`config.mk`:
```
export PLATFORM = sky130hd
export DESIGN_NAME = dma_list_walker
export DESIGN_NICKNAME = d
export VERILOG_FILES = /design/src/rtl/dma_list_walker.sv
export SDC_FILE = /design/constraint.sdc
export NUM_CORES = 1
export LEC_CHECK = 0
export BUFFER_PORTS_ARGS = -buffer_cell sky130_fd_sc_hd__buf_4
export CORE_MARGIN = 2
export CORE_UTILIZATION = 55
export CTS_BUF_LIST = sky130_fd_sc_hd__clkbuf_4 sky130_fd_sc_hd__clkbuf_8
export DETAILED_ROUTE_END_ITERATION = 6
export PLACE_DENSITY = 0.82
export SETUP_SLACK_MARGIN = 0.1
export SKIP_LAST_GASP = 1
export SYNTH_ARGS = -nofsm -noshare
export SYNTH_HDL_FRONTEND = slang
export SYNTH_SLANG_ARGS = --single-unit
export TNS_END_PERCENT = 100
```
`constraint.sdc`:
```
create_clock -name clk -period 4.1 [get_ports clk]
set_clock_uncertainty 0.05 [all_clocks]
set_input_delay 0 -clock clk [delete_from_list [all_inputs] [get_ports clk]]
set_output_delay 0 -clock clk [all_outputs]
set_load 0.02 [all_outputs]
```
`src/rtl/dma_list_walker.sv`:
```
module dma_list_walker #(
  parameter int W = 32
) (
  input  logic         clk,
  input  logic         rst_n,
  input  logic         cfg_wr,
  input  logic [W-1:0] cfg_wdata,
  output logic         mem_req_valid,
  input  logic         mem_req_ready,
  output logic [W-1:0] mem_req_addr,
  input  logic         mem_rsp_valid,
  input  logic [W-1:0] mem_rsp_data,
  output logic         xfer_req,
  output logic [W-1:0] xfer_src,
  output logic [W-1:0] xfer_dst,
  output logic [W-1:0] xfer_len,
  input  logic         xfer_done,
  output logic         busy,
  output logic         walk_done,
  output logic         walk_err
);
  localparam int FW = W - 3;
  localparam logic [2:0] TYPE_PTR_LIST = 3'd1;

  typedef enum logic [2:0] {S_IDLE, S_PREQ, S_PWAIT, S_DREQ, S_DWAIT, S_XFER} st_t;

  st_t          st;
  logic [W-1:0] list_addr;
  logic [W-1:0] desc_addr;
  logic [1:0]   widx;
  logic         ptr_last;
  logic         desc_last;

  wire accept  = mem_req_valid && mem_req_ready;
  wire start   = cfg_wr && !busy;
  wire type_ok = cfg_wdata[W-1:W-3] == TYPE_PTR_LIST;

  assign busy          = st != S_IDLE;
  assign xfer_req      = st == S_XFER;
  assign mem_req_valid = (st == S_PREQ) || (st == S_DREQ);
  assign mem_req_addr  = (st == S_PREQ) ? list_addr : desc_addr + W'({widx, 2'b00});

  always_ff @(posedge clk) begin
    if (!rst_n) begin
      st        <= S_IDLE;
      list_addr <= '0;
      desc_addr <= '0;
      widx      <= '0;
      ptr_last  <= 1'b0;
      desc_last <= 1'b0;
      xfer_src  <= '0;
      xfer_dst  <= '0;
      xfer_len  <= '0;
      walk_done <= 1'b0;
      walk_err  <= 1'b0;
    end else begin
      walk_done <= 1'b0;
      walk_err  <= 1'b0;
      case (st)
        S_IDLE: if (start) begin
          if (type_ok) begin
            list_addr <= {cfg_wdata[FW-1:0], 3'b000};
            st        <= S_PREQ;
          end else begin
            walk_err <= 1'b1;
          end
        end
        S_PREQ: if (accept) st <= S_PWAIT;
        S_PWAIT: if (mem_rsp_valid) begin
          desc_addr <= {mem_rsp_data[FW-1:0], 3'b000};
          ptr_last  <= mem_rsp_data[W-1];
          list_addr <= list_addr + W'(4);
          widx      <= '0;
          st        <= S_DREQ;
        end
        S_DREQ: if (accept) st <= S_DWAIT;
        S_DWAIT: if (mem_rsp_valid) begin
          widx <= widx + 2'd1;
          case (widx)
            2'd0: begin
              desc_last <= mem_rsp_data[W-1];
              if (mem_rsp_data[1:0] != 2'd0) begin
                walk_err <= 1'b1;
                st       <= S_IDLE;
              end else begin
                st <= S_DREQ;
              end
            end
            2'd1: begin xfer_src <= mem_rsp_data; st <= S_DREQ; end
            2'd2: begin xfer_dst <= mem_rsp_data; st <= S_DREQ; end
            default: begin xfer_len <= mem_rsp_data; st <= S_XFER; end
          endcase
        end
        S_XFER: if (xfer_done) begin
          if (!desc_last) begin
            desc_addr <= desc_addr + W'(16);
            widx      <= '0;
            st        <= S_DREQ;
          end else if (!ptr_last) begin
            st <= S_PREQ;
          end else begin
            walk_done <= 1'b1;
            st        <= S_IDLE;
          end
        end
        default: st <= S_IDLE;
      endcase
    end
  end

  assert_req_stable_R8: assert property (@(posedge clk) disable iff (!rst_n)
    mem_req_valid && !mem_req_ready |=> mem_req_valid && $stable(mem_req_addr));

  assert_xfer_hold_R6: assert property (@(posedge clk) disable iff (!rst_n)
    xfer_req && !xfer_done |=> xfer_req && $stable(xfer_src) && $stable(xfer_dst) && $stable(xfer_len));

  assert_xfer_drop_R6: assert property (@(posedge clk) disable iff (!rst_n)
    xfer_req && xfer_done |=> !xfer_req);

  assert_done_pulse_R9: assert property (@(posedge clk) disable iff (!rst_n)
    walk_done |-> !busy && !walk_err);

  assert_done_single_R9: assert property (@(posedge clk) disable iff (!rst_n)
    walk_done |=> !walk_done);

  assert_start_by_write_R2: assert property (@(posedge clk) disable iff (!rst_n)
    $rose(busy) |-> $past(cfg_wr));

  assert_err_idle_R5: assert property (@(posedge clk) disable iff (!rst_n)
    walk_err |-> !busy);
endmodule

```
# Word level (Yosys, flattened, before mapping)
# Index checks and enable logic that the tools add are counted.
# word_totals
reg_bits,169
input_bits,70
output_inout_bits,133
word_cells,88
# classes
n_addsub,4
n_eq_ne,16
muxes,33
bitwise,1
reduce_logical,23
# ops
operator,n
32-bit 2-to-1 mux,7
32-bit one-hot mux with 2 select lines,2
32-bit by 3-bit adder with 32-bit output (second input constant),1
32-bit by 4-bit adder with 32-bit output,1
32-bit by 5-bit adder with 32-bit output (second input constant),1
3-bit 2-to-1 mux,7
3-bit one-hot mux with 6 select lines,1
2-bit != test (second input constant),7
2-bit 2-to-1 mux,6
3-bit AND reduction,4
4-bit AND reduction,3
1-bit 2-to-1 mux,7
7-bit AND reduction,1
3-bit by 1-bit == test with 1-bit output (second input constant),2
3-bit by 2-bit == test with 1-bit output (second input constant),2
3-bit == test (second input constant),2
2-bit one-hot mux with 3 select lines,1
3-bit one-hot mux with 2 select lines,1
2-bit nonzero test,3
3-bit nonzero test,2
5-bit AND reduction,1
3-bit logical NOT,1
3-bit OR reduction,1
2-bit by 1-bit adder with 2-bit output (second input constant),1
other kinds (11),12

# Longest topological paths before layout
# logic_depth
depth_word,5
depth_mapped,8
depth_no_buf,6

# Least setup slack after synthesis
# No wires, ideal clock.
# synth_timing
kind,reg2out
from,reg desc_addr[5]
to,out mem_req_addr[24]
arrival_ns,2.066
t_required_ns,4.050
path_slack_ns,1.984
path_stages_with_launch,7
path_buffers,0
path_cell_list,dfxtp_1 > ha_1 > nand2_1 > nor4_4 > nand4_1 > xor2_1 > o21ai_0
# synth_between
elab_chain_cells,2
# synth_lines
element,line_no,text
from (decl),29,logic [W-1:0] desc_addr;
from (signal assigned),70,"desc_addr <= {mem_rsp_data[FW-1:0], 3'b000};"
from (signal assigned),96,desc_addr <= desc_addr + W'(16);
32-bit by 4-bit adder with 32-bit output,41,"assign mem_req_addr = (st == S_PREQ) ? list_addr : desc_addr + W'({widx, 2'b00});"
32-bit 2-to-1 mux,41,
to (decl),10,"output logic [W-1:0] mem_req_addr,"
# No other way between the ends.

# Worst setup path after layout
# layout_timing
from,reg st[1]
to,reg list_addr[14]
# layout_between
elab_chain_cells,5
word_cells_on_any_way,11
classes_between,eq/ne (4); mux (1); reduce/logical (6)
# layout_lines
element,line_no,text
from (decl),27,st_t st;
from (signal assigned),45,st <= S_IDLE;
from (signal assigned),63,st <= S_PREQ;
from (signal assigned),68,S_PREQ: if (accept) st <= S_PWAIT;
3-bit nonzero test,38,assign busy = st != S_IDLE;
1-bit logical NOT,35,wire start = cfg_wr && !busy;
1-bit logical AND,35,
2-bit != test (no line),n/a,
4-bit AND reduction (no line),n/a,
to (signal assigned),62,"list_addr <= {cfg_wdata[FW-1:0], 3'b000};"
to (signal assigned),72,list_addr <= list_addr + W'(4);
to (decl),28,logic [W-1:0] list_addr;
# Parallel ways exist; a longest one is shown, timed or not.
# A chain may end at the register's enable or synchronous reset.

==> metrics.md <==
| Metric | Value |
|---|---|
| Die Height | 128 µm |
| Chip Width | 128 µm |
| Largest net degree at the start of global routing | 96 |
| Setup TNS Final | 0 ps |
| CTS Sinks | around 160 |
| Starting Density | 55.9% |
| DR iter-0 viols | 881 |
| Final Hold Violating Endpoints | 0 |
| Max-Cap Viols | 0 |
| RSZ-0062 raised after global routing | no |
| Synthesized area per cell | 7.41 µm² |
| Max VDD drop | 0.261 mV |
| Most common cell after layout, fill and taps aside | nand2_1 |
| Worst R2R Setup Slack | 1110 ps |
| Tmin final | 2990 ps |
| Met3 WL post-DR | 3.00 mm |
| Switching Fraction | between 30 and 40% |
| Critical Path RT | 4450 ps |
| Final Cycle Share | 72.9% |
| Worst R2R Path Depth | 5 |
| Post-CTS Setup Repair Bufs | 0 |
| Post-place instance area | 9900 µm² |
| Class of the worst hold path | in2reg |
| Clk pwr share | 28.4% |
| GRT Util Overall | 32.0% |
| DRC Markers | 0 |
| Highest metal used | met4 |
| Layout cells sized above 1 | 20.1% |
| Clk Latency, worst-skew pair | 450 ps |
| Register area share after synthesis | 38.8% |
| Post-synth top area share | about two fifths |
| Actual slew at the worst max-slew pin | roughly 1200 ps |
| Root Buffer | clkbuf_8 |
| WL met1 | 11.3 mm |
| Post-DP HPWL | 17.7 mm |
| Yosys top cell by area | dfxtp_1 |
| Crit-path max FO | 21 |
| CP Launch Type | register |
| Data arrival time of the worst path | 3340 ps |
| TritonCTS buffer count | 17 |
| Min-Delay Endpoint | walk_err |
| Port Buffers | 200 |
| Syn Inst Count | 1143 |
| Multi-input gate area | around 4700 µm² |
| Placer congestion estimate | about 0.88 |
| Most frequent cells in the layout | nand2_1 (289), buf_4 (212), dfxtp_1 (164) |
| Worst flop-to-flop path startpoint | st[1] |
| Hold Path Stages | 4 |
| CP Capture Type | register |
| Slew margin rel. | 18.9% |
| Drt total wl | 26.8 mm |
| Static Leak | 4.26 nW |
| Via/cell ratio | 5.97 |
| Overflow after GRT | 0 |
| Number of flops mapped to enable cells by yosys | 0 |
| DR WL met2 | 12.1 mm |
| Yosys synthesis warning count | 0 |
| Number of diodes | 0 |
| First-pass GRT wire length | 42.5 mm |
| H-tree depth | 4 |
| Vias | between 9000 and 10000 |
| Predominant post-synthesis flop cell | dfxtp_1 |
| Ys async rst share | 0% |
| Synthesized area | between 8000 and 9000 µm² |
| Design Area, Final | 11000 µm² |
| Fill count | around 1200 |
| Combinational power share | 27.0% |
| Post-DRT Antenna Nets | 0 |
| Cell Pwr Density | between 300 and 400 nW/µm² |
| Synth Register Bits | approximately 160 |
| Internal power | 2.64 mW |
| Setup Crit Path Kind | reg2reg |
| Core Footprint | 15100 µm² |
| Final setup viols | 0 |
| FF/Latch Area | 3280 µm² |
| Synth cell types | 75 |
| Die Footprint | 16400 µm² |
| Pre-antenna DRT Iters | 5 |
| Wire per inst | 17.4 µm |
| CTS tree | built |
| Synth-to-Final Area Change | 29.4% |
| Pins Over Slew Limit | 0 |
| Row count | between 40 and 50 |
| Net switching power | roughly 1.5 mW |
| Maximum clock path buffer count | 2 |
| FF-to-FF End | list_addr[14] |
| Top cells by area, synth | dfxtp_1 (39%), nand2_1 (13%), a21oi_1 (8.8%) |
| Flop pwr share | around 45% |
| Min-delay src | cfg_wdata[30] |
| Post-layout nets | roughly 1400 |
| FMAX | 0.335 GHz |
| Number of global-route vias before repair | 8385 |
| Initial antenna violation count | 0 |
| Clock transition at the registers of the reported paths | 90 ps |
| I/O pin count | 203 |
| Status | finished clean |
-- synth_stat cells, types with 3 or more instances --
library cell / number
or3_1: 3
and2_1: 16
nor2b_1: 4
nor3_1: 17
xor2_1: 22
a21o_1: 3
o21a_1: 3
a31oi_1: 6
buf_2: 18
o21ai_0: 62
buf_4: 6
o32ai_1: 3
nor4_1: 7
o211ai_1: 5
a32oi_1: 3
a311oi_1: 6
nand2_1: 289
xnor2_1: 6
ha_1: 7
a2bb2oi_1: 3
dfxtp_1: 164
clkbuf_1: 73
o221a_2: 4
and3_1: 23
a211oi_1: 12
nand4_1: 23
and4_1: 7
nand3_2: 3
nand2b_1: 4
nand3_1: 40
inv_1: 12
a32o_1: 3
nor4_4: 3
a22oi_1: 10
o22ai_1: 11
mux2i_1: 7
nor2_1: 52
or4_1: 3
a21oi_1: 149
o31ai_1: 6
-- cell families after synthesis --
family                     Yosys count  synth area share, %
DFF                                164                 38.8
and+or+nand+nor                    507                 28.0
xor gates and xnor gates            28                 2.90
adders and majority gates            7                 1.03
other                                1               0.0443
muxes                                9                 1.09
buffers and inverters              112                 5.53
AOI/OAI and AO/OA                  315                 22.6
-- stage by stage --
stage                     worst slack [ps]  cells  power, mW  hold slack, ps  utilization [%]
after floorplan                       1980   1144       2.57            86.0                -
after global placement                1610   1445       2.89             228             65.4
after detailed placement              1550   1445       2.91             228             65.4
after CTS                             1140   1544       4.11            7.53             72.4
after global routing                   869   1544       4.33            27.1             72.4
final                                 1110   1544       4.13            33.9             72.4
-- sequential cells by signal, indices dropped and copies added, names as in the netlist, 2 cells and up --
name / flops
desc_addr: 29
list_addr: 30
st: 3
widx: 2
xfer_dst: 32
xfer_len: 32
xfer_src: 32
-- how the worst max path moves through the flow --
stage | slack [ps] | to | start
after floorplan | 1980 | mem_req_addr[24] | desc_addr[5]
after global placement | 1610 | desc_addr[27] | st[1]
after detailed placement | 1550 | desc_addr[9] | st[1]
after CTS | 1140 | mem_req_addr[25] | desc_addr[10]
after global routing | 870 | mem_req_addr[17] | desc_addr[10]
final | 1110 | list_addr[14] | st[1]
-- metal layers --
layer | GRT usage (%) | vias to the layer above
li1 | - | 4407
met1 | 42.9 | 4279
met5 | 0 | -
met3 | 9.39 | 41
met4 | 8.53 | 0
met2 | 50.6 | 492
-- what timing repair did --
item | CTS | global route
endpoints found under the hold margin | 159 | 0
hold buffers | 67 | 0
resized for setup | 0 | 0
-- critical path, cell delays in order, from the launching register on --
cell	delay [ps]
dfxtp_1	610
nor4bb_4	860
a31o_2	520
nand2_1	150
o22ai_1	180
dlygate4sd3_1	560
-- power groups by stage --
stage	Clock [mW]	Combinational (mW)	Sequential, mW
2_1_floorplan	0	0.779	1.80
3_3_place_gp	0	1.02	1.87
3_5_place_dp	0	1.04	1.87
4_1_cts	1.18	1.09	1.83
5_1_grt	1.25	1.22	1.86
6_report	1.17	1.11	1.84
-- cell type report --
cell class / instances / share of cell area, %
Clock buffer: 18 / 2.26
Clock inverter: 14 / 1.29
Inverter: 13 / 0.468
Multi-Input combinational cell: 868 / 43.2
Sequential cell: 164 / 30.0
Tap cell: 188 / 2.15
Timing Repair Buffer: 279 / 20.6
Power figures use the tool's default switching activity.
